`src/rtl/irq_pin_ctrl.sv`:
```
module irq_pin_ctrl #(
  parameter int RST_PULSE = 8
) (
  input  logic       clk,
  input  logic       rst_n,
  input  logic       wr_en,
  input  logic [7:0] wr_data,
  output logic [7:0] rd_data,
  input  logic       irq_pend,
  input  logic       eout_src,
  input  logic       dir_src,
  output logic       irq_o,
  output logic       eout_o,
  output logic       eout_oe,
  output logic       dir_o,
  output logic       dir_oe,
  output logic       int_rst
);
  localparam int CW = $clog2(RST_PULSE + 1);

  logic [5:0]    cfg_q;
  logic [CW-1:0] cnt_q;
  logic          pend_q, edge_q;

  wire       dir_val  = cfg_q[0];
  wire       eout_val = cfg_q[1];
  wire       ovr_en   = cfg_q[2];
  wire [1:0] mode     = cfg_q[4:3];
  wire       wand_en  = cfg_q[5];

  always_ff @(posedge clk or negedge rst_n) begin
    if (!rst_n) begin
      cfg_q <= '0;
      cnt_q <= '0;
    end else if (cnt_q != '0) begin
      cnt_q <= cnt_q - 1'b1;
      cfg_q <= '0;
    end else if (wr_en) begin
      if (wr_data[0]) begin
        cnt_q <= CW'(RST_PULSE);
        cfg_q <= '0;
      end else begin
        cfg_q <= wr_data[6:1];
      end
    end
  end

  always_ff @(posedge clk or negedge rst_n) begin
    if (!rst_n) begin
      pend_q <= 1'b0;
      edge_q <= 1'b0;
    end else begin
      pend_q <= irq_pend;
      edge_q <= irq_pend & ~pend_q;
    end
  end

  always_comb begin
    case (mode)
      2'b00:   irq_o = ~irq_pend;
      2'b01:   irq_o = irq_pend;
      2'b10:   irq_o = ~edge_q;
      default: irq_o = edge_q;
    endcase
  end

  wire eout_v = ovr_en ? eout_val : eout_src;
  wire dir_v  = ovr_en ? dir_val  : dir_src;

  assign eout_o  = wand_en ? 1'b0 : eout_v;
  assign eout_oe = wand_en ? ~eout_v : 1'b1;
  assign dir_o   = wand_en ? 1'b0 : dir_v;
  assign dir_oe  = wand_en ? ~dir_v : 1'b1;

  assign int_rst = (cnt_q != '0);
  assign rd_data = {1'b0, cfg_q, 1'b0};
endmodule

```
`config.mk`:
```
export PLATFORM = sky130hd
export DESIGN_NAME = irq_pin_ctrl
export DESIGN_NICKNAME = d
export VERILOG_FILES = /design/src/rtl/irq_pin_ctrl.sv
export SDC_FILE = /design/constraint.sdc
export NUM_CORES = 1
export LEC_CHECK = 0
export ABC_AREA = 1
export BUFFER_PORTS_ARGS = -buffer_cell sky130_fd_sc_hd__buf_4
export CAP_MARGIN = 10
export CORE_MARGIN = 2
export CORE_UTILIZATION = 30
export CTS_CLUSTER_SIZE = 30
export DETAILED_ROUTE_END_ITERATION = 8
export PLACE_DENSITY = 0.57
export SLEW_MARGIN = 15
export SYNTH_ARGS = -nofsm -noshare
export SYNTH_HDL_FRONTEND = slang
export SYNTH_SLANG_ARGS = --single-unit
```
`constraint.sdc`:
```
create_clock -name clk -period 1.02 [get_ports clk]
set_input_delay 0.051 -clock clk [delete_from_list [all_inputs] [get_ports clk]]
set_output_delay 0.051 -clock clk [all_outputs]
set_load 0.02 [all_outputs]
```
==> metrics.txt <==
# TYPE chip_impl_metric gauge
chip_impl_metric{name="top_level_ports",unit=""} 28
chip_impl_metric{name="vias",unit=""} 639
chip_impl_metric{name="syn_inst",unit=""} 76
chip_impl_info{name="rsz_0062_raised_after_global_routing",value="true"} 1
chip_impl_metric{name="drt_pass_1_iters",unit=""} 4
chip_impl_info{name="timing.critical_path.from",value="cfg_q[2]$_DFFE_PN0P_"} 1
chip_impl_info{name="cts_root_buf",value="clkbuf_4"} 1
chip_impl_metric{name="gr_usage_total",unit=""} 0.130
chip_impl_metric{name="area_share_of_fa_ha_maj_cells_after_synthesis",unit=""} 0
chip_impl_metric{name="fmaxAchievable",unit="MHz"} 817
chip_impl_metric{name="post-dp-hpwl",unit="um"} 1140
chip_impl_metric{name="timing.setup.tns",unit="ps"} -1470
chip_impl_metric{name="yosys_warnings",unit=""} 0
chip_impl_info{name="critPathSlowestCell",value="dfrtp_1"} 1
chip_impl_metric{name="postSynthAreaPerCell",unit="um^2"} 8.77
chip_impl_metric{name="first_pass_grt_wire_length",unit="um"} 2500
chip_impl_metric{name="nFillCells",unit=""} 212
chip_impl_info{name="tritoncts_clock_tree",value="done"} 1
chip_impl_metric{name="vias_per_cell",unit=""} 4.38
chip_impl_info{name="failing_checks",value="negative setup slack"} 1
chip_impl_metric{name="finalWeightedCongestion",unit=""} 0.647
chip_impl_metric{name="drtAntennaViolNets",unit=""} 0
chip_impl_metric{name="vias_in_the_first_global_route",unit=""} 615
chip_impl_metric{name="die_width",unit="um"} 51.2
chip_impl_metric{name="synthesis.area",unit="um^2"} 667
chip_impl_metric{name="first_iter_violations",unit=""} 11
chip_impl_metric{name="synth.distinct_cells",unit=""} 19
chip_impl_metric{name="synth_xor_area_frac",unit=""} 0.0131
chip_impl_metric{name="final_nets",unit=""} 134
chip_impl_metric{name="reg2reg_slack",unit="ps"} -80
chip_impl_metric{name="cts_buffer_depth",unit=""} 2
chip_impl_metric{name="cts.sink_count",unit=""} 12
chip_impl_metric{name="clk_pin_slew",unit="ps"} 60
chip_impl_info{name="min_from",value="irq_pend"} 1
chip_impl_metric{name="number_of_failing_hold_endpoints_at_the_final_stage",unit=""} 0
chip_impl_metric{name="route.detailed.wl_per_inst",unit="um"} 10.4
chip_impl_info{name="status",value="finished with violations"} 1
chip_impl_metric{name="tritoncts.num_buffers",unit=""} 3
chip_impl_metric{name="worst-path-buf-inv",unit=""} 2
chip_impl_info{name="timing.critical_path.to_type",value="output port"} 1
chip_impl_metric{name="path_max_fanout",unit=""} 5
chip_impl_metric{name="vdd_ir_drop_max",unit="mV"} 1.44
chip_impl_metric{name="ff2ff_path_depth",unit=""} 4
chip_impl_metric{name="layout-drive-gt1-share",unit=""} 0.585
chip_impl_metric{name="grt_start_max_net_pins",unit=""} 13
chip_impl_info{name="critical_path.reg2reg.startpoint",value="cnt_q[3]$_DFFE_PN0P_"} 1
chip_impl_info{name="holdCritPathClass",value="in -> reg"} 1
chip_impl_metric{name="final_core_utilization",unit=""} 0.518
chip_impl_metric{name="synthToLayoutAreaGrowth",unit="%"} 67.0
chip_impl_metric{name="clock_tree.htree_level_count",unit=""} 1
chip_impl_metric{name="initial_core_util",unit=""} 0.310
chip_impl_info{name="worstHoldEndpoint",value="edge_q$_DFF_PN0_"} 1
chip_impl_metric{name="maxCapViolCount",unit=""} 0
chip_impl_metric{name="required",unit="ps"} 970
chip_impl_info{name="critical_path.cell_chain",value="inv_2 > nand2_2 > o21ai_2 > and2_4 > buf_6"} 1
chip_impl_metric{name="yosys_reg_bits",unit=""} 12
chip_impl_metric{name="leakagePower",unit="nW"} 0.563
chip_impl_metric{name="synth_sequential_area_ratio",unit=""} 0.450
chip_impl_info{name="reg2reg_to",value="cfg_q[1]$_DFFE_PN0P_"} 1
chip_impl_metric{name="final_wirelength",unit="um"} 1520
chip_impl_metric{name="overall_die_area",unit="mm^2"} 0.00262
chip_impl_metric{name="cell_depth_of_the_worst_hold_path",unit=""} 3
chip_impl_info{name="worstSetupStartpointType",value="flop"} 1
chip_impl_metric{name="final_critical_path_required_period",unit="ps"} 1220
chip_impl_metric{name="antenna-diode-count",unit=""} 0
chip_impl_metric{name="finalCritPeriodShare",unit=""} 1.20
chip_impl_metric{name="coreArea",unit="mm^2"} 0.00215
chip_impl_metric{name="detail_route.drc_violations",unit=""} 0
chip_impl_metric{name="slew_viol_final",unit=""} 0
chip_impl_info{name="critical-path-top-delay-family",value="flip-flops"} 1
chip_impl_metric{name="synth_simple_gate_area_frac",unit=""} 0.270
chip_impl_metric{name="fin_worst_skew",unit="ps"} 4.83
chip_impl_metric{name="timing.critical_path.arrival",unit="ps"} 1170
chip_impl_metric{name="cellPowerDensity",unit="mW/mm^2"} 2050
chip_impl_metric{name="antenna_violations_before_repair",unit=""} 0
chip_impl_metric{name="post_synth_mux_area_share",unit=""} 0
chip_impl_metric{name="insertion_delay",unit="ps"} 270
chip_impl_metric{name="finalSetupViolations",unit=""} 13
chip_impl_info{name="path_class",value="reg -> out"} 1
chip_impl_info{name="largest_family_of_logic_cells_by_synthesized_area",value="simple AND/OR/NAND/NOR gates"} 1
chip_impl_metric{name="max_stage_delay",unit="ps"} 400
chip_impl_metric{name="final.setup.worst_slack",unit="ps"} -205
chip_impl_metric{name="compound_cell_area_share_of_the_yosys_netlist",unit=""} 0.137
chip_impl_metric{name="die_height",unit="um"} 51.2
chip_impl_metric{name="rows",unit=""} 17
chip_impl_metric{name="port-buffer-count",unit=""} 24
chip_impl_metric{name="grt_overflow_total",unit=""} 0
[cells in the mapped netlist, drive strengths merged]
cell type | number | area share
inv | 15 | 0.084
o21ai | 10 | 0.11
a21oi | 3 | 0.023
dfrtp | 12 | 0.45
and2 | 2 | 0.019
conb | 1 | 0.0056
xor2 | 1 | 0.013
nand4 | 6 | 0.056
buf | 3 | 0.039
nor3 | 1 | 0.0075
nand2 | 11 | 0.073
nand3b | 1 | 0.030
nor2 | 10 | 0.084
[worst min-delay path: stages]
cell and delay, ps:
buf_4 80, inv_1 40, nor2_1 80
[per-layer routing]
layer / global-route usage / wire, um / up-vias
li1: - / - / 324
met3: 0.0351 / 69 / 2
met2: 0.225 / 843 / 18
met1: 0.143 / 589 / 295
met4: 0.0676 / 21 / 0
met5: 0 / 0 / -
[cell type report]
class | count | area (um^2) | area share
Inverter | 15 | 56.3 | 0.0506
Tap cell | 28 | 35.0 | 0.0315
Timing Repair Buffer | 41 | 358 | 0.321
Clock buffer | 3 | 22.5 | 0.0202
Multi-Input combinational cell | 47 | 339 | 0.304
Sequential cell | 12 | 303 | 0.272
[cells in the final DEF (no fill, tap or decap), drive strengths merged]
cell type and instances:
buf 39, inv 15, dfrtp 12, nand2 11, o21ai 10, nor2 10, nand4 6, a21oi 3
clkbuf 3, and2 2, conb 2, dlygate4sd3 2, xor2 1, nand3b 1, nor3 1
[per-stage QoR]
stage,hold WS (ps),std cells,area (um^2),setup WS (ps),total power (W)
2_1_floorplan,-245,77,693,1.51,0.00131
4_1_cts,29.2,145,1070,-206,0.00218
6_report,30.8,146,1110,-205,0.00228
3_3_place_gp,-99.4,134,942,1.14,0.00167
5_1_grt,57.5,146,1110,-271,0.00243
3_5_place_dp,-99.2,134,942,-33.0,0.00169
[state kept, by name, indices dropped and copies added, names as in the netlist]
name and cells:
edge_q 1, cfg_q 6, pend_q 1, cnt_q 4
[worst max-delay path by stage]
| stage | endpoint | depth (start not counted) | slack (ps) |
|---|---|---|---|
| floorplan | irq_o | 2 | 2 |
| global placement | cnt_q[3]$_DFFE_PN0P_ | 7 | 1 |
| detailed placement | cfg_q[1]$_DFFE_PN0P_ | 3 | -30 |
| CTS | dir_o | 5 | -210 |
| global route | eout_o | 5 | -270 |
| finish | eout_o | 5 | -200 |
[where the power goes]
group	total, W	switching [W]	internal (W)
clock network	0.000278	0.000142	0.000136
registers	0.000687	0.000103	0.000584
logic	0.00132	0.000639	0.000676
[timing repair]
item | CTS | global route
gates resized for setup | 16 | 11
hold buffers | 2 | 0
buffers inserted | 7 | 1
endpoints found under the setup margin | 13 | 16
pin swaps | 8 | 6
endpoints found under the hold margin | 13 | 0
[cells by family after synthesis]
kind of cell,count (synthesis)
simple gates,31
buf+inv,18
compound gates,13
flops,12
xor+xnor,1
other cells,1
Note: power is estimated with default switching activity, not from simulation.
